===== src/rtl/wbuf_pkg.sv =====
// Shared encodings for the write-buffer load sequencer.
// Assumes command codes live in data bits [7:0] and unlock addresses in bits [10:0].
package wbuf_pkg;
    typedef enum logic [3:0] {
        ST_IDLE, ST_UNL1, ST_UNL2, ST_COUNT, ST_LOAD, ST_CONFIRM,
        ST_ABORT, ST_ABT_UNL1, ST_ABT_UNL2
    } seq_state_e;

    localparam logic [7:0]  CMD_KEY_A   = 8'hAA;
    localparam logic [7:0]  CMD_KEY_B   = 8'h55;
    localparam logic [7:0]  CMD_BUFLOAD = 8'h25;
    localparam logic [7:0]  CMD_CONFIRM = 8'h29;
    localparam logic [7:0]  CMD_ABT_RST = 8'hF0;
    localparam logic [10:0] ADR_KEY_A   = 11'h555;
    localparam logic [10:0] ADR_KEY_B   = 11'h2AA;
endpackage


===== src/rtl/wbuf_cmd_fsm.sv =====
// Command decoder for the buffered-program sequence.
// Tracks the unlock preamble, word count, data cycles and confirm, enforces
// every abort rule, and keeps the sticky abort flag and the busy flag.
// Assumes one write per cycle and ADDR_W > 11, BLK_LSB > log2(WORDS).
module wbuf_cmd_fsm
    import wbuf_pkg::*;
#(
    parameter int ADDR_W  = 22,
    parameter int DATA_W  = 16,
    parameter int WORDS   = 16,
    parameter int BLK_LSB = 15,
    localparam int IDX_W  = $clog2(WORDS),
    localparam int LINE_W = ADDR_W - IDX_W,
    localparam int BLK_W  = ADDR_W - BLK_LSB
) (
    input  logic              clk,
    input  logic              rst_n,
    input  logic              wr_en,
    input  logic [ADDR_W-1:0] wr_addr,
    input  logic [DATA_W-1:0] wr_data,
    input  logic              done_i,
    output logic              start_o,
    output logic              busy_o,
    output logic              abort_o,
    output logic              slot_we_o,
    output logic              clr_mask_o,
    output logic [ADDR_W-1:0] base_addr_o
);
    localparam logic [DATA_W-1:0] WC_MAX = DATA_W'(WORDS - 1);

    seq_state_e         state_q, state_n;
    logic               abort_q, abort_n, start_q, start_n, busy_q;
    logic               first_q, cap_cnt, line_ok, go;
    logic [BLK_W-1:0]   blk_q;
    logic [LINE_W-1:0]  line_q;
    logic [IDX_W-1:0]   left_q;
    logic [7:0]         cmd;
    logic               at_a, at_b;

    assign go      = wr_en && !busy_q;
    assign cmd     = wr_data[7:0];
    assign at_a    = (wr_addr[10:0] == ADR_KEY_A);
    assign at_b    = (wr_addr[10:0] == ADR_KEY_B);
    assign line_ok = first_q || (wr_addr[ADDR_W-1:IDX_W] == line_q);

    // Next-state decode of one accepted bus write.
    always_comb begin
        state_n   = state_q;
        abort_n   = abort_q;
        start_n   = 1'b0;
        cap_cnt   = 1'b0;
        slot_we_o = 1'b0;
        if (go) begin
            case (state_q)
                ST_IDLE:    if (cmd == CMD_KEY_A && at_a) state_n = ST_UNL1;
                ST_UNL1:    state_n = (cmd == CMD_KEY_B && at_b) ? ST_UNL2 : ST_IDLE;
                ST_UNL2:    state_n = (cmd == CMD_BUFLOAD) ? ST_COUNT : ST_IDLE;
                ST_COUNT: begin
                    if (wr_data > WC_MAX) begin
                        state_n = ST_ABORT;
                        abort_n = 1'b1;
                    end else begin
                        cap_cnt = 1'b1;
                        state_n = ST_LOAD;
                    end
                end
                ST_LOAD: begin
                    if (!line_ok) begin
                        state_n = ST_ABORT;
                        abort_n = 1'b1;
                    end else begin
                        slot_we_o = 1'b1;
                        if (left_q == '0) state_n = ST_CONFIRM;
                    end
                end
                ST_CONFIRM: begin
                    if (cmd == CMD_CONFIRM && wr_addr[ADDR_W-1:BLK_LSB] == blk_q) begin
                        start_n = 1'b1;
                        state_n = ST_IDLE;
                    end else begin
                        state_n = ST_ABORT;
                        abort_n = 1'b1;
                    end
                end
                ST_ABORT:    if (cmd == CMD_KEY_A && at_a) state_n = ST_ABT_UNL1;
                ST_ABT_UNL1: state_n = (cmd == CMD_KEY_B && at_b) ? ST_ABT_UNL2 : ST_ABORT;
                ST_ABT_UNL2: begin
                    if (cmd == CMD_ABT_RST && at_a) begin
                        state_n = ST_IDLE;
                        abort_n = 1'b0;
                    end else begin
                        state_n = ST_ABORT;
                    end
                end
                default:     state_n = ST_IDLE;
            endcase
        end
    end

    assign clr_mask_o = cap_cnt;

    // State, flags and the captured block, line and remaining count.
    always_ff @(posedge clk) begin
        if (!rst_n) begin
            state_q <= ST_IDLE;
            abort_q <= 1'b0;
            start_q <= 1'b0;
            busy_q  <= 1'b0;
            first_q <= 1'b0;
            blk_q   <= '0;
            line_q  <= '0;
            left_q  <= '0;
        end else begin
            state_q <= state_n;
            abort_q <= abort_n;
            start_q <= start_n;
            if (start_n)     busy_q <= 1'b1;
            else if (done_i) busy_q <= 1'b0;
            if (cap_cnt) begin
                blk_q   <= wr_addr[ADDR_W-1:BLK_LSB];
                left_q  <= wr_data[IDX_W-1:0];
                first_q <= 1'b1;
            end else if (slot_we_o) begin
                first_q <= 1'b0;
                left_q  <= left_q - 1'b1;
                if (first_q) line_q <= wr_addr[ADDR_W-1:IDX_W];
            end
        end
    end

    assign start_o     = start_q;
    assign busy_o      = busy_q;
    assign abort_o     = abort_q;
    assign base_addr_o = {line_q, {IDX_W{1'b0}}};
endmodule


===== src/rtl/wbuf_store.sv =====
// Staging buffer: one register word and one written-mask bit per slot.
// Assumes the decoder gives at most one write per cycle; the mask clears at a new load.
module wbuf_store #(
    parameter int WORDS  = 16,
    parameter int DATA_W = 16,
    localparam int IDX_W = $clog2(WORDS)
) (
    input  logic                    clk,
    input  logic                    rst_n,
    input  logic                    clr_mask,
    input  logic                    we,
    input  logic [IDX_W-1:0]        idx,
    input  logic [DATA_W-1:0]       din,
    output logic [WORDS*DATA_W-1:0] buf_o,
    output logic [WORDS-1:0]        mask_o
);
    for (genvar g = 0; g < WORDS; g++) begin : g_slot
        logic hit;
        assign hit = we && (idx == IDX_W'(g));

        // Hold the last word written to this slot and whether it was written.
        always_ff @(posedge clk) begin
            if (!rst_n) begin
                buf_o[g*DATA_W +: DATA_W] <= '0;
                mask_o[g]                 <= 1'b0;
            end else begin
                if (hit) buf_o[g*DATA_W +: DATA_W] <= din;
                if (clr_mask) mask_o[g] <= 1'b0;
                else if (hit) mask_o[g] <= 1'b1;
            end
        end
    end
endmodule


===== src/rtl/wbuf_load_seq.sv =====
// Top of the write-buffer load sequencer: command decoder plus staging buffer.
// Assumes a synchronous bus with one write per cycle and an external engine that
// pulses done_i when programming ends.
module wbuf_load_seq #(
    parameter int ADDR_W  = 22,
    parameter int DATA_W  = 16,
    parameter int WORDS   = 16,
    parameter int BLK_LSB = 15,
    localparam int IDX_W  = $clog2(WORDS)
) (
    input  logic                    clk,
    input  logic                    rst_n,
    input  logic                    wr_en,
    input  logic [ADDR_W-1:0]       wr_addr,
    input  logic [DATA_W-1:0]       wr_data,
    input  logic                    done_i,
    output logic                    start_o,
    output logic                    busy_o,
    output logic                    abort_o,
    output logic [ADDR_W-1:0]       base_addr_o,
    output logic [WORDS*DATA_W-1:0] buf_data_o,
    output logic [WORDS-1:0]        buf_mask_o
);
    logic slot_we, clr_mask;

    wbuf_cmd_fsm #(
        .ADDR_W(ADDR_W), .DATA_W(DATA_W), .WORDS(WORDS), .BLK_LSB(BLK_LSB)
    ) i_fsm (
        .clk(clk), .rst_n(rst_n), .wr_en(wr_en), .wr_addr(wr_addr),
        .wr_data(wr_data), .done_i(done_i), .start_o(start_o),
        .busy_o(busy_o), .abort_o(abort_o), .slot_we_o(slot_we),
        .clr_mask_o(clr_mask), .base_addr_o(base_addr_o)
    );

    wbuf_store #(.WORDS(WORDS), .DATA_W(DATA_W)) i_store (
        .clk(clk), .rst_n(rst_n), .clr_mask(clr_mask), .we(slot_we),
        .idx(wr_addr[IDX_W-1:0]), .din(wr_data),
        .buf_o(buf_data_o), .mask_o(buf_mask_o)
    );
endmodule


===== config.mk =====
export PLATFORM = sky130hd
export DESIGN_NAME = wbuf_load_seq
export DESIGN_NICKNAME = d
export VERILOG_FILES = /design/src/rtl/wbuf_pkg.sv /design/src/rtl/wbuf_cmd_fsm.sv /design/src/rtl/wbuf_store.sv /design/src/rtl/wbuf_load_seq.sv
export SDC_FILE = /design/constraint.sdc
export NUM_CORES = 1
export LEC_CHECK = 0
export ABC_AREA = 1
export BUFFER_PORTS_ARGS = -buffer_cell sky130_fd_sc_hd__buf_2
export CAP_MARGIN = 20
export CORE_MARGIN = 5
export CORE_UTILIZATION = 31
export DETAILED_ROUTE_END_ITERATION = 16
export SLEW_MARGIN = 40
export SYNTH_ARGS = -nofsm -noshare
export SYNTH_HDL_FRONTEND = slang
export SYNTH_SLANG_ARGS = --single-unit
export TNS_END_PERCENT = 10

===== constraint.sdc =====
create_clock -name clk -period 2 [get_ports clk]
set_input_delay 0 -clock clk [delete_from_list [all_inputs] [get_ports clk]]
set_output_delay 0 -clock clk [all_outputs]
set_load 0.01 [all_outputs]

; ---- Word level (Yosys, flattened, before mapping)
; Index checks and enable logic that the tools add are counted.
[totals]
output_inout_bits = 297
latch_bits = 0
mem_bits_ro = 0
memories = 0
ram_bits = 0
reg_bits = 309
[classes]
multipliers = 0
n_mux = 31
n_reduce_logical = 33
bitwise = 2
div = 0
n_lt_le_gt_ge = 1
eq_ne = 39
n_addsub = 1
shifts = 0
[op_table]
columns = cell, count
row1 = $eq A4 B4 Y1 const B, 9
row2 = $pmux W4 S9, 1
row3 = $eq A4 B3 Y1 const B, 8
row4 = $mux W4, 7
row5 = $logic_and A1 B1 Y1, 21
row6 = $eq A18 B18 Y1, 1
row7 = $mux W1, 17
row8 = $eq A4 B2 Y1 const B, 4
row9 = $eq A8 B6 Y1 const B, 2
row10 = $eq A8 B8 Y1 const B, 2
row11 = $gt A16 B4 Y1 const B, 1
row12 = $logic_not A4 Y1, 3
row13 = $eq A11 B10 Y1 const B, 1
row14 = $eq A11 B11 Y1 const B, 1
row15 = $eq A4 B1 Y1 const B, 2
row16 = $eq A8 B7 Y1 const B, 1
row17 = $ne A2 B1 Y1 const B, 4
row18 = $eq A7 B7 Y1, 1
row19 = $mux W2, 3
row20 = $mux W3, 2
row21 = $reduce_and A6 Y1, 1
row22 = $ne A2 B2 Y1 const B, 2
row23 = $pmux W1 S4, 1
row24 = $reduce_and A4 Y1, 1
row25 = other kinds (9), 11

; ---- Depth between registers and ports, before layout
; Gate-level depths: netlist (run 1).
[depth]
ltp_word = 7
mapped_depth = 14
ltp_nobuf = 13

; ---- Hierarchy
; A second synthesis (run 1) with hierarchy kept.
[unflattened]
cells_unflattened = 1898
area_unflattened_um2 = 12754.7
[by_module_without_submodules]
columns = module, instances, area_per_inst_um2, cells_per_inst
row1 = wbuf_store, 1, 10411.2, 1510
row2 = wbuf_cmd_fsm, 1, 2343.5, 388

; ---- Worst setup path after synthesis (run 1)
; OpenSTA, ideal clock, no wires.
[synth_path]
path_kind = register to register
start = register i_fsm.line_q[0]
end = register i_store.buf_o[230]
synth_period_minus_slack_ns = 1.735
path_stages_with_launch = 14
path_slack_ns = 0.265
n_path_buf = 2
t_arrival_ns = 1.603
cell_sequence = dfxtp_1 -> inv_1 -> nand2_1 -> nand2_1 -> a21oi_1 -> nand2_1 -> nor2_1 -> nand2_1 -> nand2_2 -> buf_6 -> nand4_2 -> buf_4 -> nand2_1 -> a21oi_1
[synth_via]
elab_chain_len = 6
[synth_rtl]
columns = element, line_no
row1 = from (decl), wbuf_cmd_fsm.sv:35  ; logic [LINE_W-1:0] line_q;
row2 = from (signal assigned), wbuf_cmd_fsm.sv:126  ; if (first_q) line_q <= wr_addr[ADDR_W-1:IDX_W];
row3 = $eq A18 B18 Y1, wbuf_cmd_fsm.sv:44  ; assign line_ok = first_q || (wr_addr[ADDR_W-1:IDX_W] == line_q);
row4 = $logic_or A1 B1 Y1, wbuf_cmd_fsm.sv:44
row5 = $mux W1, wbuf_cmd_fsm.sv:68  ; if (!line_ok) begin
row6 = $mux W1, wbuf_cmd_fsm.sv:54  ; case (state_q)
row7 = $mux W1, wbuf_cmd_fsm.sv:53  ; if (go) begin
row8 = $logic_and A1 B1 Y1, wbuf_store.sv:19  ; assign hit = we && (idx == IDX_W'(g));
row9 = "to (signal, indexed assignment)", wbuf_store.sv:27  ; if (hit) buf_o[g*DATA_W +: DATA_W] <= din;
row10 = to (decl), wbuf_store.sv:14  ; output logic [WORDS*DATA_W-1:0] buf_o,
; Every way passes these cells.
; A chain may end at the register's enable or synchronous reset.

; ---- Final worst setup path (run 1)
[layout_path]
start = register i_fsm.line_q[8]
end = register i_store.buf_o[87]
; Same word-level chain as after synthesis.

==> impl_metrics.ini, run 1 <==
[clocking]
clkSlewWorstSetupHoldPaths_ps = 60
htree_num_levels = 2
cts_inserted_buffers = 37
clockBufferDepth = 3
cts_tree = yes
clkSinkCount = 309
cts-root-buf = clkbuf_16
clk_latency_ps = 550

[layout]
layout.area.seq_um2 = 6200
fin_cells = 2546
final_core_util_pct = 42.6
fin_area_um2 = 17500
layout.nets = 2027
layout-drive-gt1-share_pct = 28.9
multi_input_area_um2 = 5590
syn2layout_area_growth_pct = 35.5
n_fill_cell = 4072

[routing]
drc = 0
via_per_inst = 5.37
dr.pass1.iters = 5
ant_nets = 0
post_drt_wl_per_cell_um = 20.9
vias = 13700
drtIter0Drc = 1209
drt_wl_total_um = 53300

[yosys]
yosysUniqueCellTypes = 31
syn-cell-area_um2 = 12900
ys_ff_latch = 309
synthArstFlopShare_pct = 0
synth.avg_cell_area_um2 = 7.84
seq_area_frac_synth_pct = 47.9
synth_edf_count = 0
yosysWarnings = 0
syn-instance-count = 1646
synth-main-ff-cell = dfxtp_1

[floorplanning]
rows = 74
die_w_um = 214
core_region_area_um2 = 41000
die_h_um = 214
io_pins = 339
die_area_um2 = 45800
start_util_pct = 31.5

[power]
p_per_area_nw_per_um2 = 811
ir_drop_v = 0.000516
power_mw = 14.2
leakage_nw = 7.21

[sta]
grt_setup_unrepaired = true
fin_tns_setup_ps = -14.1
finalCriticalPeriod_ps = 2010
max_freq_mhz = 496
tightestPinTransition_ps = 929
hold_viol_final = 0
finalSetupViolCount = 1
fin_skew_ps = 21.2
period_share_pct = 101
finalMaxSlewViolations = 0
whs_ps = 34.3
finalWorstSetupSlack_ps = -14.1
relSlewSlack_pct = 38.0

[critical_path]
crit_fanout = 9
critPathCaptureType = register
path_cells = inv_2 > nand2_1 > nand2_1 > nor2_2 > nand3_2 > nor2_2 > nand2_2 > a21oi_4 > buf_12 > buf_16 > clkbuf_16 > nand4_1 > a21oi_1
crit_family = simple AND/OR/NAND/NOR gates
slowest_delay_ps = 340
worst_ep_required_time_ps = 2440
worstSetupPathType = reg -> reg
arrival_ps = 2460
critPathLaunchType = register
worst-path-buf-inv = 4
crit_slowest_cell = dfxtp_2

[status]
violations = negative setup slack
outcome = complete, but fails checks

[worst_hold_path]
hold_path.class = in -> reg

[place]
dp_cells = 2434
pre_cts_slack_ps = 0.820
dpl_cell_area_um2 = 15400
gp_congestion = 0.839
io_buffers = 334
hpwl_um = 33100

[grt]
grt_overflow = 0
grt_pass1_wl_um = 76900
grt_start_max_net_pins = 164
grt_util_all_layers_pct = 21.0
grt_antenna_before_repair = 1
grt_pass1_vias = 12600

[job]
drv_cap = 0
timing repair:
item,4_1_cts,5_1_grt
pin swaps,1,14
setup endpoints to repair,4,270
buffers inserted,1,2
endpoints found under the hold margin,65,0
resized for setup,1,56
hold buffers,27,0
cloned,0,13
logic make-up (layout without fill, tap and decap cells):
| group | Yosys count | after routing | share of synthesized area [%] |
|---|---|---|---|
| and+or+nand+nor | 726 | 726 | 27.9 |
| DFF | 309 | 309 | 47.9 |
| adders and majority gates | 1 | 1 | 0.0969 |
| other | 1 | 5 | 0.0291 |
| xor gates and xnor gates | 11 | 11 | 0.747 |
| AOI/OAI and AO/OA | 343 | 343 | 13.4 |
| buffers and inverters | 255 | 619 | 9.80 |
synthesized netlist by cell type, types with 2 or more instances:
cell        n  area, um2
a21oi_1   308       1540
buf_1       2       7.51
buf_2       9       45.0
buf_4      20        150
buf_6      28        315
clkbuf_1  108        405
dfxtp_1   309       6190
inv_1      84        315
inv_2       2       7.51
nand2_1   345       1290
nand3_1    24        120
nand4_1   264       1650
nand4_2    16        200
nor2_1     56        210
nor2_2     10       62.6
nor3_1      6       30.0
o21ai_0    32        160
xor2_1     10       87.6
worst reg2reg max path, delay by kind of cell, from the launching register on:
kind	cells	cell delay, ps
simple gates	7	620
compound gates	2	380
flops	1	340
buf+inv	4	580
worst paths after layout:
check                                                      from                               to  slack, ps  cells past startpoint
worst max register to register     i_fsm.line_q[8]$_SDFFE_PN0P_   i_store.buf_o[87]$_SDFFE_PN0P_        -10                     13
worst min-delay path                                wr_data[15]  i_store.buf_o[207]$_SDFFE_PN0P_         30                      4
worst max-delay path               i_fsm.line_q[8]$_SDFFE_PN0P_   i_store.buf_o[87]$_SDFFE_PN0P_        -10                     13
worst min register to register  i_store.mask_o[11]$_SDFFE_PP0P_  i_store.mask_o[11]$_SDFFE_PP0P_        440                      2
area by class of cell:
cell class	count	area share [%]
Tap cell	532	3.81
Timing Repair Buffer	464	19.4
Clock inverter	14	0.952
Clock buffer	54	6.53
Multi-Input combinational cell	1085	32.0
Sequential cell	309	35.5
Inverter	87	1.91
Antenna cell	1	0.0143
registers in the layout (all words and copies together), names as in the netlist:
name            flops
i_fsm.first_q       1
i_fsm.line_q       18
i_store.mask_o     16
i_fsm.abort_o       1
i_fsm.state_q       4
i_fsm.left_q        4
i_fsm.blk_q         7
i_fsm.busy_o        1
i_store.buf_o     256
i_fsm.start_o       1
metal layers:
metal  track usage (%)  wire, um
met3              4.96      3930
met1              27.2     22600
met5                 0         0
met4              7.30      1730
met2              34.5     25000
cell usage in the layout, fill, tap and decap left out, types with 11 or more instances in the layout:
cell             n
a21oi_1        287
dfxtp_1        298
buf_12          25
nand3_1         23
buf_4           54
clkbuf_16       51
o21ai_0         32
buf_2          334
nand2_1        342
a21oi_2         21
nor2_1          49
clkbuf_8        11
inv_1           79
dfxtp_2         11
nand4_2         16
dlygate4sd3_1   27
nand4_1        264
nor2_2          15
power breakdown:
part | internal, mW | leakage, nW | total, mW | switching (mW)
Combinational | 0.206 | 4.06 | 0.849 | 0.643
Clock | 4.37 | 0.648 | 7.15 | 2.77
Sequential | 6.17 | 2.49 | 6.18 | 0.0126
(Power assumes the default switching activity.)
==> run 2: changes to the inputs <==
--- a/config.mk
+++ b/config.mk
@@ -6,11 +6,13 @@
 export NUM_CORES = 1
 export LEC_CHECK = 0
 export ABC_AREA = 1
-export BUFFER_PORTS_ARGS = -buffer_cell sky130_fd_sc_hd__buf_2
+export BUFFER_PORTS_ARGS = -buffer_cell sky130_fd_sc_hd__buf_4
 export CAP_MARGIN = 20
 export CORE_MARGIN = 5
-export CORE_UTILIZATION = 31
+export CORE_UTILIZATION = 45
+export CTS_CLUSTER_DIAMETER = 80
 export DETAILED_ROUTE_END_ITERATION = 16
+export PLACE_DENSITY = 0.7
 export SLEW_MARGIN = 40
 export SYNTH_ARGS = -nofsm -noshare
 export SYNTH_HDL_FRONTEND = slang
==> run 2 against run 1 <==
Compared with the run above:
- the flow now finishes without violations
- clock power down 16%
- core utilization is 20 points higher
- critical path depth fell by 3
- non-clock buffer count fell by 12
- register-to-register slack better by 30 ps
- via count rose by 0.58%
- sequential cell count unchanged
- cell count shrank 6.5%
- die area fell by 30%
- clock skew rose by 6.8 ps
- cell area grew 1.4%
- wire length shrank 8.1%
- highest routed layer unchanged
==> impl_metrics.ini, run 2 (synthesis results as in run 1) <==
[worst_hold_path]
min-delay-start = wr_data[6]
min_path_cells = 6
hold_path.class = in -> reg
min_to = i_fsm.state_q[0]$_SDFFE_PN0P_

[critical_path]
r2r_cells = 10
critPathLaunchType = register
r2r_end = i_store.buf_o[233]$_SDFFE_PN0P_
rrSetupSlack_ps = 10
worstSetupPathType = reg -> reg
r2r-start = i_fsm.line_q[12]$_SDFFE_PN0P_
worst_ep_required_time_ps = 2420
crit_start = i_fsm.line_q[12]$_SDFFE_PN0P_
critPathCaptureType = register
crit_fanout = 13
arrival_ps = 2410

[sta]
fin_skew_ps = 28.0
period_share_pct = 99.4
finalMaxSlewViolations = 0
finalCriticalPeriod_ps = 1990
finalSetupViolCount = 0
grt_setup_unrepaired = true
hold_viol_final = 0
max_freq_mhz = 503

[clocking]
htree_num_levels = 2
clockBufferDepth = 3
cts-root-buf = clkbuf_16
cts_inserted_buffers = 34
cts_tree = yes
clkSinkCount = 309
clk_latency_ps = 500
clkSlewWorstSetupHoldPaths_ps = 60

[floorplanning]
die_area_um2 = 32200
die_w_um = 179
io_pins = 339
start_util_pct = 45.3
rows = 62
die_h_um = 179
core_region_area_um2 = 28500

[power]
ir_drop_v = 0.000542
p_per_area_nw_per_um2 = 736
leakage_nw = 6.96

[routing]
via_per_inst = 5.78
post_drt_wl_per_cell_um = 20.6
vias = 13700
drc = 0
dr.pass1.iters = 5
ant_nets = 0
drtIter0Drc = 1504
drt_wl_total_um = 49000

[grt]
grt_overflow = 0
grt_pass1_vias = 12400
grt_antenna_before_repair = 1
grt_util_all_layers_pct = 27.7
grt_start_max_net_pins = 106
grt_pass1_wl_um = 70600

[layout]
largestRegisters = i_store.buf_o: 256 flops, i_fsm.line_q: 18 flops, i_store.mask_o: 16 flops
regMostFlops = i_store.buf_o
fin_area_um2 = 17700
layout-drive-gt1-share_pct = 28.7
final_cell_mix = 382 x buf_4, 343 x nand2_1, 299 x dfxtp_1, 265 x a21oi_1, 264 x nand4_1
final_core_util_pct = 62.2
syn2layout_area_growth_pct = 37.3
largest_reg_flops = 256
layout.nets = 2012
final_common_cell = buf_4

[place]
io_buffers = 334
gp_congestion = 0.885
hpwl_um = 30500
dpl_cell_area_um2 = 16000

[status]
outcome = completed

[job]
drv_cap = 0
-- run 2: through the flow --
stage / worst slack, ps / cells / setup TNS [ps] / hold WS [ps] / total power, mW
floorplan: 265 / 1649 / 0 / 128 / 6.74
global placement: 46.4 / 2280 / 0 / 283 / 7.08
detailed placement: 23.5 / 2280 / 0 / 291 / 7.08
CTS: 1.21 / 2367 / 0 / 0.197 / 13.1
global route: -81.9 / 2378 / -7660 / 37.9 / 13.4
finish: 12.2 / 2380 / 0 / 22.2 / 13.0
-- run 2: area by class of cell --
cell class,count,area (um2)
Clock buffer,50,972
Clock inverter,10,88.8
Multi-Input combinational cell,1085,5660
Timing Repair Buffer,452,3980
Inverter,87,334
Tap cell,384,480
Fill cell,2453,10800
Antenna cell,3,7.51
Sequential cell,309,6200
-- run 2: what timing repair did --
item                                    in CTS  in global routing
resized for setup                            0                 79
setup buffers                                0                  4
endpoints found under the setup margin       0                278
hold buffers                                27                  0
hold endpoints to repair                    97                  0
-- run 2: worst max-delay path by stage --
stage                                       to  slack, ps  cells past startpoint
5_1_grt        i_store.buf_o[202]$_SDFFE_PN0P_        -80                     12
6_report       i_store.buf_o[233]$_SDFFE_PN0P_         10                     10
3_3_place_gp   i_store.buf_o[243]$_SDFFE_PN0P_         50                      9
4_1_cts        i_store.buf_o[214]$_SDFFE_PN0P_          1                     11
3_5_place_dp   i_store.buf_o[214]$_SDFFE_PN0P_         20                     11
2_1_floorplan  i_store.buf_o[230]$_SDFFE_PN0P_        260                     13
-- run 2: metal layers --
| layer | wire, um | track usage, % |
|---|---|---|
| met1 | 19200 | 36.2 |
| met2 | 22800 | 45.6 |
| met3 | 4730 | 5.27 |
| met4 | 2230 | 10.5 |
| met5 | 0 | 0 |
-- run 2: power breakdown --
group | switching (mW) | internal (mW) | total, mW
clock | 2.50 | 3.52 | 6.02
sequential | 0.0125 | 6.16 | 6.18
combinational | 0.612 | 0.236 | 0.848
-- run 2: worst max-delay path, cell delays in order (launching register included) --
cell     delay (ps)
dfxtp_2         330
xor2_1          160
nor2_1          160
nand2_1          90
nor2_2          120
nand2_2         100
a21oi_4         290
buf_8           200
buf_8           190
nand4_1         100
a21oi_1         160
==> run 3: changes to the inputs <==
--- a/config.mk
+++ b/config.mk
@@ -12,7 +12,7 @@
 export CORE_UTILIZATION = 45
 export CTS_CLUSTER_DIAMETER = 80
 export DETAILED_ROUTE_END_ITERATION = 16
-export PLACE_DENSITY = 0.7
+export PLACE_DENSITY_LB_ADDON = 0.05
 export SLEW_MARGIN = 40
 export SYNTH_ARGS = -nofsm -noshare
 export SYNTH_HDL_FRONTEND = slang
==> run 3 against run 2 <==
Compared with the run above:
- largest power group is now the clock network
- global-route usage is 0.12 points higher
- critical endpoint is now i_store.buf_o[187]$_SDFFE_PN0P_
- critical path depth is 3 higher
- combinational power hardly changed
- total power is 3.3% higher
- worst hold slack better by 22 ps
==> impl_metrics.ini, run 3 (synthesis results as in run 1) <==
[layout]
largestRegisters = i_store.buf_o: 256 flops, i_fsm.line_q: 18 flops, i_store.mask_o: 16 flops
final_common_cell = buf_4
fin_cells = 2389
regMostFlops = i_store.buf_o
syn2layout_area_growth_pct = 39.9
largest_reg_flops = 256
multi_input_area_um2 = 5600
layout.nets = 2023
n_fill_cell = 2539
layout.area.seq_um2 = 6200
final_cell_mix = 381 x buf_4, 344 x nand2_1, 299 x dfxtp_1, 280 x a21oi_1, 264 x nand4_1
layout-drive-gt1-share_pct = 28.4

[place]
dp_cells = 2279
hpwl_um = 30300
gp_congestion = 0.843
io_buffers = 334

[routing]
drtIter0Drc = 1439
dr.pass1.iters = 9
ant_nets = 0
drt_wl_total_um = 48900
vias = 13500
post_drt_wl_per_cell_um = 20.5
drc = 0
via_per_inst = 5.67

[grt]
grt_util_all_layers_pct = 27.8
grt_start_max_net_pins = 82
grt_pass1_vias = 12300
grt_antenna_before_repair = 0
grt_pass1_wl_um = 70500
grt_overflow = 0

[critical_path]
rrSetupSlack_ps = 20
crit_fanout = 20
r2r_end = i_store.buf_o[187]$_SDFFE_PN0P_
arrival_ps = 2420
critPathCaptureType = register
worstSetupPathType = reg -> reg
critPathLaunchType = register
r2r-start = i_fsm.line_q[0]$_SDFFE_PN0P_
r2r_cells = 13
worst_ep_required_time_ps = 2440

[sta]
fin_skew_ps = 18.7
grt_setup_unrepaired = true
finalSetupViolCount = 0
max_freq_mhz = 505
period_share_pct = 99.0
relSlewSlack_pct = 64.2
tightestPinTransition_ps = 536
finalCriticalPeriod_ps = 1980
hold_viol_final = 0
finalMaxSlewViolations = 0

[power]
internal_power_mw = 10.3
power_mw = 13.5
swShare_pct = 23.4
combPwrFrac_pct = 6.3
leakage_nw = 7.14
ir_drop_v = 0.000584
p_clk_share_pct = 47.8
p_switching_mw = 3.15
seq_power_share_pct = 45.9
p_per_area_nw_per_um2 = 746

[clocking]
clkSlewWorstSetupHoldPaths_ps = 60
htree_num_levels = 2
clkSinkCount = 309
clk_latency_ps = 510
cts_inserted_buffers = 34
clockBufferDepth = 3
cts-root-buf = clkbuf_16
cts_tree = yes

[floorplanning]
start_util_pct = 45.3
die_w_um = 179
die_area_um2 = 32200
io_pins = 339
core_region_area_um2 = 28500
die_h_um = 179
rows = 62

[worst_hold_path]
min-delay-start = wr_data[15]
min_path_cells = 4
min_to = i_store.buf_o[15]$_SDFFE_PN0P_
hold_path.class = in -> reg

[job]
drv_cap = 0

[status]
outcome = completed
==> run 3: cell count changes in the layout (fill, tap and decap cells not counted), moves of 2 or more <==
cell,before,now
a21oi_1,265,280
a21oi_2,43,28
buf_12,33,28
buf_16,1,5
buf_6,3,5
buf_8,3,1
bufinv_16,1,3
clkbuf_1,11,6
clkbuf_16,38,50
clkbuf_8,4,9
==> run 3: critical path, stage by stage (launching register included) <==
cell and delay [ps]:
dfxtp_2 340, inv_2 40, nand2_1 60, nand2_1 70, a21oi_2 110, nand2_1 90
nor2_2 150, nand2_2 120, a21oi_4 180, buf_6 150, buf_12 160, buf_16 160
nand4_1 120, a21oi_2 160
==> run 3: worst max path at each step <==
stage | from | slack [ps] | to | cells after the start
floorplan | i_fsm.line_q[0]$_SDFFE_PN0P_ | 260 | i_store.buf_o[230]$_SDFFE_PN0P_ | 13
global placement | i_fsm.line_q[0]$_SDFFE_PN0P_ | 60 | i_store.buf_o[48]$_SDFFE_PN0P_ | 12
detailed placement | i_fsm.line_q[0]$_SDFFE_PN0P_ | -30 | i_store.buf_o[108]$_SDFFE_PN0P_ | 12
CTS | i_fsm.line_q[10]$_SDFFE_PN0P_ | -1 | i_store.buf_o[187]$_SDFFE_PN0P_ | 12
global route | i_fsm.line_q[1]$_SDFFE_PN0P_ | -100 | i_store.buf_o[125]$_SDFFE_PN0P_ | 12
finish | i_fsm.line_q[0]$_SDFFE_PN0P_ | 20 | i_store.buf_o[187]$_SDFFE_PN0P_ | 13
==> run 3: metrics by stage <==
stage	setup slack, ps	setup TNS, ps	cell area [um2]	hold slack (ps)	util (%)
after floorplan	265	0	12900	128	-
after global placement	59.5	0	16000	282	56.2
after detailed placement	-27.4	-114	16000	287	56.2
after CTS	-1.39	-1.39	17400	24.5	61.3
after global routing	-98.7	-8460	18000	43.2	63.4
final	20.5	0	18100	44.0	63.4
==> run 3: metal layers <==
| layer | GRT usage [%] | vias up | share of wire (%) |
|---|---|---|---|
| met5 | 0 | - | 0 |
| met4 | 9.77 | 0 | 3.3 |
| met3 | 4.91 | 106 | 8.7 |
| met2 | 45.2 | 603 | 47 |
| met1 | 37.4 | 6450 | 41 |
| li1 | - | 6390 | - |
==> run 3: power groups by stage <==
stage          clock, mW  sequential, mW  combinational, mW
6_report            6.44            6.18              0.851
3_5_place_dp           0            6.31              0.778
4_1_cts             6.51            6.18              0.824
2_1_floorplan          0            6.31              0.433
3_3_place_gp           0            6.31              0.779
5_1_grt             6.77            6.18              0.907
==> run 3: area by class of cell <==
| cell class | count | area share, % |
|---|---|---|
| Antenna cell | 2 | 0.0277 |
| Clock buffer | 50 | 5.66 |
| Clock inverter | 9 | 0.707 |
| Inverter | 87 | 1.85 |
| Multi-Input combinational cell | 1085 | 31.0 |
| Sequential cell | 309 | 34.3 |
| Tap cell | 384 | 2.66 |
| Timing Repair Buffer | 463 | 23.7 |
==> run 3: timing repair <==
action / in CTS / in global routing
pin swaps: 2 / 16
cloned: 0 / 17
endpoints found under the hold margin: 106 / 0
buffers inserted: 0 / 4
endpoints found under the setup margin: 165 / 276
resized for setup: 5 / 55
hold buffers: 28 / 0
